File: config.mk
export PLATFORM = sky130hd
export DESIGN_NAME = dramc_top
export DESIGN_NICKNAME = d
export VERILOG_FILES = /design/src/rtl/dramc_pkg.sv /design/src/rtl/dramc_refresh_unit.sv /design/src/rtl/dramc_addr_mux.sv /design/src/rtl/dramc_fsm.sv /design/src/rtl/dramc_top.sv
export SDC_FILE = /design/constraint.sdc
export NUM_CORES = 1
export LEC_CHECK = 0
export BUFFER_PORTS_ARGS = -buffer_cell sky130_fd_sc_hd__buf_4
export CAP_MARGIN = 40
export CORE_AREA = 2 2 100 102
export CTS_CLUSTER_SIZE = 14
export DETAILED_ROUTE_END_ITERATION = 16
export DIE_AREA = 0 0 102 104
export GPL_TIMING_DRIVEN = 0
export PLACE_DENSITY_LB_ADDON = 0.12
export SLEW_MARGIN = 20
export SYNTH_ARGS = -nofsm -noshare
export SYNTH_HDL_FRONTEND = slang
export SYNTH_SLANG_ARGS = --single-unit
File: constraint.sdc
create_clock -name clk -period 3 [get_ports clk]
set_input_delay 0.6 -clock clk [delete_from_list [all_inputs] [get_ports clk]]
set_output_delay 0.6 -clock clk [all_outputs]
set_load 0.01 [all_outputs]
File: src/rtl/dramc_pkg.sv
`timescale 1ns/1ps
package dramc_pkg;

  typedef enum logic [2:0] {
    ST_IDLE = 3'd0,
    ST_ROW  = 3'd1,
    ST_COL  = 3'd2,
    ST_DATA = 3'd3,
    ST_PRE  = 3'd4
  } dram_state_e;

  typedef enum logic [1:0] {
    STAT_IDLE    = 2'b00,
    STAT_ACCESS  = 2'b01,
    STAT_REFRESH = 2'b10
  } dram_status_e;

  typedef enum logic [1:0] {
    SEL_ROW = 2'd0,
    SEL_COL = 2'd1,
    SEL_REF = 2'd2
  } pin_sel_e;

endpackage

File: src/rtl/dramc_refresh_unit.sv
`timescale 1ns/1ps
module dramc_refresh_unit #(
  parameter int INTERVAL = 780,
  parameter int ROW_W    = 10
) (
  input  logic             clk,
  input  logic             rst_n,
  input  logic             restart,
  input  logic             advance,
  output logic             due,
  output logic [ROW_W-1:0] ref_row
);

  localparam int CNT_W = (INTERVAL > 2) ? $clog2(INTERVAL) : 1;
  localparam logic [CNT_W-1:0] LAST = CNT_W'(INTERVAL - 1);

  logic [CNT_W-1:0] cnt_q;
  logic [ROW_W-1:0] row_q;

  // next row after a refresh, wraps at the row count
  function automatic logic [ROW_W-1:0] step_row(input logic [ROW_W-1:0] r);
    return r + 1'b1;
  endfunction

  assign due     = (cnt_q == LAST);
  assign ref_row = row_q;

  always_ff @(posedge clk or negedge rst_n) begin
    if (!rst_n) begin
      cnt_q <= '0;
    end else if (restart) begin
      cnt_q <= '0;
    end else if (!due) begin
      cnt_q <= cnt_q + 1'b1;
    end
  end

  always_ff @(posedge clk or negedge rst_n) begin
    if (!rst_n) begin
      row_q <= '0;
    end else if (advance) begin
      row_q <= step_row(row_q);
    end
  end

  assert_timer_bound_R6: assert property (@(posedge clk) disable iff (!rst_n)
    cnt_q <= LAST);

  assert_due_held_R6: assert property (@(posedge clk) disable iff (!rst_n)
    (due && !restart) |=> due);

  assert_row_step_R5: assert property (@(posedge clk) disable iff (!rst_n)
    advance |=> (row_q == ROW_W'($past(row_q) + 1'b1)));

  assert_row_still_R5: assert property (@(posedge clk) disable iff (!rst_n)
    !advance |=> $stable(row_q));

endmodule

File: src/rtl/dramc_addr_mux.sv
`timescale 1ns/1ps
module dramc_addr_mux
  import dramc_pkg::*;
#(
  parameter int ROW_W = 10,
  parameter int COL_W = 10,
  parameter int PIN_W = 10
) (
  input  logic [ROW_W+COL_W-1:0] addr,
  input  logic [ROW_W-1:0]       ref_row,
  input  pin_sel_e               sel,
  output logic [PIN_W-1:0]       pins
);

  localparam int AW = ROW_W + COL_W;

  function automatic logic [ROW_W-1:0] row_part(input logic [AW-1:0] a);
    return a[AW-1 -: ROW_W];
  endfunction

  function automatic logic [COL_W-1:0] col_part(input logic [AW-1:0] a);
    return a[COL_W-1:0];
  endfunction

  always_comb begin
    pins = '0;
    unique case (sel)
      SEL_ROW: pins[ROW_W-1:0] = row_part(addr);
      SEL_COL: pins[COL_W-1:0] = col_part(addr);
      SEL_REF: pins[ROW_W-1:0] = ref_row;
      default: pins = '0;
    endcase
  end

endmodule

File: src/rtl/dramc_fsm.sv
`timescale 1ns/1ps
module dramc_fsm
  import dramc_pkg::*;
#(
  parameter int ADDR_W = 20,
  parameter int DATA_W = 16,
  parameter int T_ROW  = 3,
  parameter int T_COL  = 2,
  parameter int T_DATA = 1,
  parameter int T_PRE  = 3
) (
  input  logic              clk,
  input  logic              rst_n,
  input  logic              req_valid,
  input  logic              req_we,
  input  logic [ADDR_W-1:0] req_addr,
  input  logic [DATA_W-1:0] req_wdata,
  input  logic              ref_due,
  input  logic [DATA_W-1:0] dram_rdata,
  output logic              req_ready,
  output logic [ADDR_W-1:0] addr_q,
  output logic [DATA_W-1:0] wdata_q,
  output pin_sel_e          pin_sel,
  output logic              ref_start,
  output logic              ref_advance,
  output logic              ras_n,
  output logic              cas_n,
  output logic              we_n,
  output logic              done,
  output logic [DATA_W-1:0] rdata,
  output dram_status_e      status
);

  localparam int T_A  = (T_ROW > T_COL) ? T_ROW : T_COL;
  localparam int T_B  = (T_DATA > T_PRE) ? T_DATA : T_PRE;
  localparam int TMAX = (T_A > T_B) ? T_A : T_B;
  localparam int PH_W = (TMAX > 1) ? $clog2(TMAX) : 1;

  dram_state_e       state_q;
  logic [PH_W-1:0]   ph_q;
  logic              is_ref_q;
  logic              we_q;
  logic              done_q;
  logic [DATA_W-1:0] rdata_q;

  // cycles each phase lasts
  function automatic int phase_len(input dram_state_e s);
    case (s)
      ST_ROW:  return T_ROW;
      ST_COL:  return T_COL;
      ST_DATA: return T_DATA;
      ST_PRE:  return T_PRE;
      default: return 1;
    endcase
  endfunction

  // phase order: a refresh skips the column and data phases
  function automatic dram_state_e next_state(input dram_state_e s, input logic refresh);
    case (s)
      ST_ROW:  return refresh ? ST_PRE : ST_COL;
      ST_COL:  return ST_DATA;
      ST_DATA: return ST_PRE;
      default: return ST_IDLE;
    endcase
  endfunction

  // named internal events
  logic phase_last;
  logic acc_start;
  logic in_row_phase;
  logic in_col_phase;

  assign phase_last   = (state_q != ST_IDLE) && (int'(ph_q) == phase_len(state_q) - 1);
  assign ref_start    = (state_q == ST_IDLE) && ref_due;
  assign acc_start    = (state_q == ST_IDLE) && !ref_due && req_valid;
  assign ref_advance  = (state_q == ST_ROW) && is_ref_q && phase_last;
  assign in_col_phase = (state_q == ST_COL) || (state_q == ST_DATA);
  assign in_row_phase = (state_q == ST_ROW) || in_col_phase;

  always_ff @(posedge clk or negedge rst_n) begin
    if (!rst_n) begin
      state_q  <= ST_IDLE;
      ph_q     <= '0;
      is_ref_q <= 1'b0;
      addr_q   <= '0;
      we_q     <= 1'b0;
      wdata_q  <= '0;
      done_q   <= 1'b0;
      rdata_q  <= '0;
    end else begin
      done_q <= 1'b0;
      if (state_q == ST_IDLE) begin
        ph_q <= '0;
        if (ref_start) begin
          state_q  <= ST_ROW;
          is_ref_q <= 1'b1;
        end else if (acc_start) begin
          state_q  <= ST_ROW;
          is_ref_q <= 1'b0;
          addr_q   <= req_addr;
          we_q     <= req_we;
          wdata_q  <= req_wdata;
        end
      end else if (phase_last) begin
        state_q <= next_state(state_q, is_ref_q);
        ph_q    <= '0;
        if (state_q == ST_DATA) begin
          done_q <= 1'b1;
          if (!we_q) rdata_q <= dram_rdata;
        end
      end else begin
        ph_q <= ph_q + 1'b1;
      end
    end
  end

  assign req_ready = (state_q == ST_IDLE) && !ref_due;
  assign ras_n     = !in_row_phase;
  assign cas_n     = !(in_col_phase && !is_ref_q);
  assign we_n      = !(in_col_phase && we_q && !is_ref_q);
  assign done      = done_q;
  assign rdata     = rdata_q;

  always_comb begin
    if (in_col_phase)  pin_sel = SEL_COL;
    else if (is_ref_q) pin_sel = SEL_REF;
    else               pin_sel = SEL_ROW;
  end

  always_comb begin
    if (state_q == ST_IDLE) status = STAT_IDLE;
    else if (is_ref_q)      status = STAT_REFRESH;
    else                    status = STAT_ACCESS;
  end

  assert_no_preempt_R7: assert property (@(posedge clk) disable iff (!rst_n)
    (state_q != ST_IDLE) |=> $stable(is_ref_q));

  assert_done_single_R9: assert property (@(posedge clk) disable iff (!rst_n)
    done |=> !done);

  assert_ref_no_col_R5: assert property (@(posedge clk) disable iff (!rst_n)
    (status == STAT_REFRESH) |-> cas_n);

  assert_due_wins_R7: assert property (@(posedge clk) disable iff (!rst_n)
    ((state_q == ST_IDLE) && ref_due) |=> (status == STAT_REFRESH));

  assert_take_starts_R8: assert property (@(posedge clk) disable iff (!rst_n)
    (req_valid && req_ready) |=> (status == STAT_ACCESS && !ras_n));

endmodule

File: src/rtl/dramc_top.sv
`timescale 1ns/1ps
module dramc_top
  import dramc_pkg::*;
#(
  parameter int ROW_W        = 10,
  parameter int COL_W        = 10,
  parameter int DATA_W       = 16,
  parameter int T_ROW        = 3,
  parameter int T_COL        = 2,
  parameter int T_DATA       = 1,
  parameter int T_PRE        = 3,
  parameter int REF_INTERVAL = 780,
  localparam int ADDR_W      = ROW_W + COL_W,
  localparam int PIN_W       = (ROW_W > COL_W) ? ROW_W : COL_W
) (
  input  logic              clk,
  input  logic              rst_n,
  input  logic              req_valid,
  output logic              req_ready,
  input  logic              req_we,
  input  logic [ADDR_W-1:0] req_addr,
  input  logic [DATA_W-1:0] req_wdata,
  output logic              rsp_done,
  output logic [DATA_W-1:0] rsp_rdata,
  output logic [PIN_W-1:0]  dram_addr,
  output logic              dram_ras_n,
  output logic              dram_cas_n,
  output logic              dram_we_n,
  output logic [DATA_W-1:0] dram_wdata,
  input  logic [DATA_W-1:0] dram_rdata,
  output logic [1:0]        status
);

  logic              ref_due;
  logic              ref_start;
  logic              ref_advance;
  logic [ROW_W-1:0]  ref_row;
  logic [ADDR_W-1:0] addr_q;
  pin_sel_e          pin_sel;
  dram_status_e      stat_e;

  dramc_refresh_unit #(
    .INTERVAL (REF_INTERVAL),
    .ROW_W    (ROW_W)
  ) u_refresh (
    .clk     (clk),
    .rst_n   (rst_n),
    .restart (ref_start),
    .advance (ref_advance),
    .due     (ref_due),
    .ref_row (ref_row)
  );

  dramc_fsm #(
    .ADDR_W (ADDR_W),
    .DATA_W (DATA_W),
    .T_ROW  (T_ROW),
    .T_COL  (T_COL),
    .T_DATA (T_DATA),
    .T_PRE  (T_PRE)
  ) u_fsm (
    .clk         (clk),
    .rst_n       (rst_n),
    .req_valid   (req_valid),
    .req_we      (req_we),
    .req_addr    (req_addr),
    .req_wdata   (req_wdata),
    .ref_due     (ref_due),
    .dram_rdata  (dram_rdata),
    .req_ready   (req_ready),
    .addr_q      (addr_q),
    .wdata_q     (dram_wdata),
    .pin_sel     (pin_sel),
    .ref_start   (ref_start),
    .ref_advance (ref_advance),
    .ras_n       (dram_ras_n),
    .cas_n       (dram_cas_n),
    .we_n        (dram_we_n),
    .done        (rsp_done),
    .rdata       (rsp_rdata),
    .status      (stat_e)
  );

  dramc_addr_mux #(
    .ROW_W (ROW_W),
    .COL_W (COL_W),
    .PIN_W (PIN_W)
  ) u_mux (
    .addr    (addr_q),
    .ref_row (ref_row),
    .sel     (pin_sel),
    .pins    (dram_addr)
  );

  assign status = stat_e;

  assert_col_inside_row_R2: assert property (@(posedge clk) disable iff (!rst_n)
    !dram_cas_n |-> !dram_ras_n);

  assert_write_in_col_R4: assert property (@(posedge clk) disable iff (!rst_n)
    !dram_we_n |-> !dram_cas_n);

endmodule

## Word-level counts from Yosys, hierarchy flattened

Cells that the tools add are included.

| word-level totals | value |
|---|---|
| output and inout port bits | 49 |
| register bits | 80 |
| input bits | 56 |

| operators by class | value |
|---|---|
| equal/unequal tests | 10 |
| bitwise gates (word level) | 3 |
| reductions and logical operators | 26 |
| multiplexer cells | 21 |
| add/sub/neg operators | 4 |

Operators by type and width:

| cell | number |
|---|---|
| equality test 3 x 32 -> 1 bit | 1 |
| one-hot mux 10 bit (3 select lines) | 1 |
| adder 10 x 1 -> 10 bit (second input constant) | 2 |
| 2-to-1 mux 10 bit | 2 |
| 2-to-1 mux 3 bit | 5 |
| 2-to-1 mux 2 bit | 6 |
| equality test 10 bit (second input constant) | 1 |
| logical AND 1 bit | 9 |
| one-hot mux 3 bit (3 select lines) | 1 |
| equality test 3 x 2 -> 1 bit (second input constant) | 2 |
| zero test 1 bit | 5 |
| 2-to-1 mux 1 bit | 5 |
| one-hot mux 2 bit (2 select lines) | 1 |
| AND reduction 2 bit | 2 |
| AND reduction 4 bit | 1 |
| nonzero test 2 bit | 2 |
| equality test 3 x 1 -> 1 bit (second input constant) | 1 |
| equality test 3 bit (second input constant) | 1 |
| zero test 3 bit | 1 |
| inequality test 3 x 2 -> 1 bit (second input constant) | 1 |
| inverter 1 bit | 3 |
| AND reduction 3 bit | 1 |
| nonzero test 3 bit | 1 |
| subtractor 2 x 1 -> 3 bit (second input constant) | 1 |
| other kinds (7) | 8 |

## Longest topological paths before layout

| logic depth | value |
|---|---|
| depth in word-level cells | 8 |
| depth in mapped cells | 6 |

## Hierarchy

A second synthesis with hierarchy kept.

| unflattened totals | value |
|---|---|
| cells, all modules | 282 |
| area, all modules | 3653.5 um^2 |

By module, submodules not included:

| module | sequential area each (um^2) | area each (um^2) | instances | cells each |
|---|---|---|---|---|
| dramc_fsm | 1501.4 | 2489.9 | 1 | 173 |
| dramc_refresh_unit | 500.5 | 949.7 | 1 | 85 |
| dramc_addr_mux | 0.0 | 214.0 | 1 | 24 |

## Worst setup path before layout

Ideal clock, no wire load.

| timing path | value |
|---|---|
| path type | register to output |
| from | register u_refresh.cnt_q[0] |
| to | output req_ready |
| buffers on the path | 0 |
| arrival time | 1.317 ns |
| required time | 2.400 ns |
| stages on the path, launching flop included | 5 |
| path slack | 1.083 ns |
| path through | dfrtp_1 > ha_1 > nand4bb_1 > nor3_1 > nor2_1 |

| between the ends | value |
|---|---|
| cells in the longest elaborated chain, start to end | 3 |

Ends and longest elaborated chain:

| item | line | text |
|---|---|---|
| start: declaration | dramc_refresh_unit.sv:17 | `logic [CNT_W-1:0] cnt_q;` |
| start signal: assignment | dramc_refresh_unit.sv:34 | `cnt_q <= cnt_q + 1'b1;` |
| equality test 10 bit | dramc_refresh_unit.sv:25 | `assign due = (cnt_q == LAST);` |
| zero test 1 bit | dramc_fsm.sv:117 | `assign req_ready = (state_q == ST_IDLE) && !ref_due;` |
| logical AND 1 bit | dramc_fsm.sv:117 |  |
| end: declaration | dramc_top.sv:19 | `output logic req_ready,` |

No other way between the ends.

## Worst setup path after layout

| timing path | value |
|---|---|
| from | register u_fsm.state_q[1] |
| to | output dram_addr[7] |

| between the ends | value |
|---|---|
| cells in the longest elaborated chain, start to end | 5 |
| elaborated cells on any way between the ends | 8 |
| classes of those cells | eq/ne (4); mux (2); reduce/logical (2) |

Ends and longest elaborated chain:

| item | line | text |
|---|---|---|
| start: declaration | dramc_fsm.sv:39 | `dram_state_e state_q;` |
| start signal: assignment | dramc_fsm.sv:105 | `state_q <= next_state(state_q, is_ref_q);` |
| equality test 3 x 2 -> 1 bit | dramc_fsm.sv:77 | `assign in_col_phase = (state_q == ST_COL) \|\| (state_q == ST_DATA);` |
| logical OR 1 bit * | dramc_fsm.sv:77 |  |
| 2-to-1 mux 2 bit * | dramc_fsm.sv:125 | `if (in_col_phase) pin_sel = SEL_COL;` |
| equality test 2 bit, or another cell as far along | dramc_addr_mux.sv:27 | `unique case (sel)` |
| one-hot mux 10 bit (3 select lines) * | dramc_addr_mux.sv:27 |  |
| end: declaration | dramc_top.sv:25 | `output logic [PIN_W-1:0] dram_addr,` |

Mark *: on every way between the ends. The rest lies on a longest branch, timed or not.

==> impl_results.md <==
- Status: complete, no violations
- RSZ-0062 raised after global routing: no
- Worst IR Drop VDD: around 0.44 mV
- Critical path startpoint category: flip-flop
- CTS clk-pin slew, worst paths: 0.09 ns
- Area share of and/or/nand/nor cells after synthesis: 11.6%
- Clock Power Share: ~20%
- Tightest Pin Transition: 0.692 ns
- Fmax: 0.361 GHz
- Synth Cell Area: 0.00374 sq mm
- # fillers: 870
- Crit-path leading delay family: buffers and inverters
- Post-CTS sizing: 0
- Vias in the first global route: about 2600
- Reg power frac: 37.7%
- Crit Path Class: reg2out
- Via count of the routed design: 2653
- Clock root buffer master: clkbuf_8
- Setup Viol. Count Final: 0
- Crit path DAT: 2.17 ns
- Crit share post-route: 92.5%
- Leakage: 2.27 nW
- Drc violations: 0
- CTS tree: yes
- Dpl hpwl: 5750 microns
- Fin Setup TNS: 0 ns
- Congestion Overflow GR: 0
- Top FF cell, synth: dfrtp_1
- Largest cells by area after synthesis: dfrtp_1, mux2_4, mux2_2
- Syn nets: 349
- Final Skew: 0.0137 ns
- Post-Syn Instances: about 290
- Initial antenna violation count: 0
- Max-Slew Margin vs Limit: between 50% and 60%
- CP Data Required Time: roughly 2.4 ns
- Power Dens Cells: between 900 and 1000 mW/mm^2
- Site Rows: 36
- Ys async rst share: between 90% and 100%
- Ratio of cells with drive above 1 in the final layout: 45.4%
- Final Hold Vio Count: 0
- Worst path slowest cell: clkbuf_1
- FF+latch count, synth: 80
- EDFF count, synth: 0
- Crit path max fanout: 10
- Sw power: 1.43 mW
- CP Buf/Inv Count: 3
- Initial Util: between 30% and 40%
- Worst-skew pair later-pin latency: 0.35 ns
- Int Pwr: 3.10 mW
- Largest net degree at the start of global routing: 47
- Die height: 104 microns
- IO Pins: 105
- Postcts setup bufs: 0
- Clk buf depth: 2
- Final worst slack: around 0.23 ns
- Max Cap Violations: 0
- Fin. max-slew vios: 0
- Cts hold-fix bufs: 0
- Synth warn: 0
- Die Span X: slightly above 100 microns
- Drt wl/cell: between 10 and 15 microns
- Most common cell in the synthesized netlist: dfrtp_1
- Switching share of power: around a third
- Iteration-0 DRC Markers: 89
- Post-Synth XOR/XNOR Area: 3.28%
- Crit path time final: 2.77 ns
- Top-area cell type share of the netlist area: 53.6%
- Routability Congestion: 0.847
- Post-DRT Antenna Nets: 0
- Synth Area per Inst: 12.8 sq um
- Worst path cell trace: clkbuf_1 -> nor2b_1 -> clkbuf_1 -> nand2_1 -> o21ai_0 -> buf_4
- Sequential share of the synthesized area: 53.6%
- Multi-input logic area: 0.00163 sq mm
- GRT Total Usage: 16.0%
- Commonest cells in the netlist: dfrtp_1, mux2_4, mux2_2
- Die footprint: 0.0106 sq mm
- Main combinational cell family by area after synthesis: multiplexers
- IO Port Bufs: between 100 and 150
- Synth area leader: dfrtp_1
- Mux share of post-synthesis cell area: 22.5%
- Register Area: roughly 0.002 sq mm
- P&R area growth vs syn: 32.0%
- Worst stage delay on the critical path: about 0.45 ns
- 1st-pass router iterations: 4
- Total routed wirelength: 8110 microns
- Via density: 4.87
- Core area: 0.00955 sq mm
- Combinational Power Share: between 40% and 50%
- Htree depth: 3
- Fin nets: 465
- Antenna fix cells: 0
- Top cell by count, worst path: clkbuf_1
- Clock buffer count from CTS: 9
- Distinct cells, synth: 47
- Synth Area in Compound Gates: 5.56%
- First-pass GRT wire length: 13300 microns
- Num Clock Sinks: 80
- Worst min-delay path category: in2async
- Post-place setup slack: 0.585 ns
- Adder-Cell Fraction of Synth Area: 0.670%
- Worst Setup End Kind: primary output
-- per-layer routing --
layer	track usage (%)	vias to the layer above	share of wire (%)
met1	22.9	1305	47
met4	5.43	0	1.3
li1	-	1270	-
met2	23.2	67	46
met3	4.57	11	5.7
met5	0	-	0
-- final cells by class --
cell class,count,share of cell area [%]
Clock buffer,10,2.79
Clock inverter,6,1.67
Inverter,5,0.381
Buffer,15,1.78
Tap cell,133,3.37
Multi-Input combinational cell,191,33.0
Sequential cell,80,40.6
Timing Repair Buffer,105,16.4
-- cells by family after synthesis --
family                   after synthesis
flip-flops                            80
AND/OR/NAND/NOR                       75
multiplexers                          66
AO/OA/AOI/OAI                         34
buffers and inverters                 20
XOR/XNOR                              14
adder cells (fa/ha/maj)                2
-- layout by cell type, fill, tap and decap left out, types with 5 or more instances in the layout --
cell and n:
a21oi_1 5, buf_4 104, clkbuf_1 9, clkbuf_8 10, dfrtp_1 80, inv_1 5, mux2_2 24, mux2_4 30
mux2i_1 12, nand2_1 18, nand3_1 11, nor2_1 7, nor2b_1 6, nor3_1 6, o21ai_0 16, xnor2_1 5
xor2_1 9
-- stage by stage --
| stage | std cells | utilization, % | power, mW | area [sq um] | hold WS (ns) |
|---|---|---|---|---|---|
| 2_1_floorplan | 291 | - | 2.86 | 3740 | 0.304 |
| 3_3_place_gp | 528 | 49.1 | 3.66 | 4680 | 0.465 |
| 3_5_place_dp | 529 | 49.3 | 3.69 | 4710 | 0.465 |
| 4_1_cts | 545 | 51.7 | 4.59 | 4930 | 0.211 |
| 5_1_grt | 545 | 51.7 | 4.83 | 4930 | 0.221 |
| 6_report | 545 | 51.7 | 4.53 | 4930 | 0.197 |
-- final timing paths --
kind	slack, ns	endpoint	cells after the start	startpoint
worst max-delay path	0.23	dram_addr[7]	6	u_fsm.state_q[1]
worst min-delay path	0.20	u_fsm.addr_q[10]	1	rst_n
worst max register to register	0.98	u_fsm.addr_q[8]	6	u_refresh.cnt_q[0]
worst min register to register	0.48	u_refresh.ref_row[9]	1	u_refresh.ref_row[9]
max in group asynchronous	2.20	u_fsm.wdata_q[2]	2	rst_n
min in group clk	0.47	u_fsm.addr_q[13]	2	req_addr[13]
-- flip-flops by register name, indices dropped and copies added (netlist names) --
name / cells
u_fsm.addr_q: 20
u_refresh.ref_row: 10
u_refresh.cnt_q: 10
u_fsm.we_q: 1
u_fsm.rdata: 16
u_fsm.done: 1
u_fsm.state_q: 3
u_fsm.wdata_q: 16
u_fsm.ph_q: 2
u_fsm.is_ref_q: 1
-- power groups by stage --
stage                     combinational, mW  sequential (mW)  clock (mW)
final                                  1.93             1.71       0.886
after global routing                   2.10             1.77       0.962
after CTS                              1.97             1.71       0.913
after detailed placement               1.97             1.72           0
after global placement                 1.94             1.72           0
after floorplan                        1.07             1.79           0
Power figures use the tool's default switching activity.
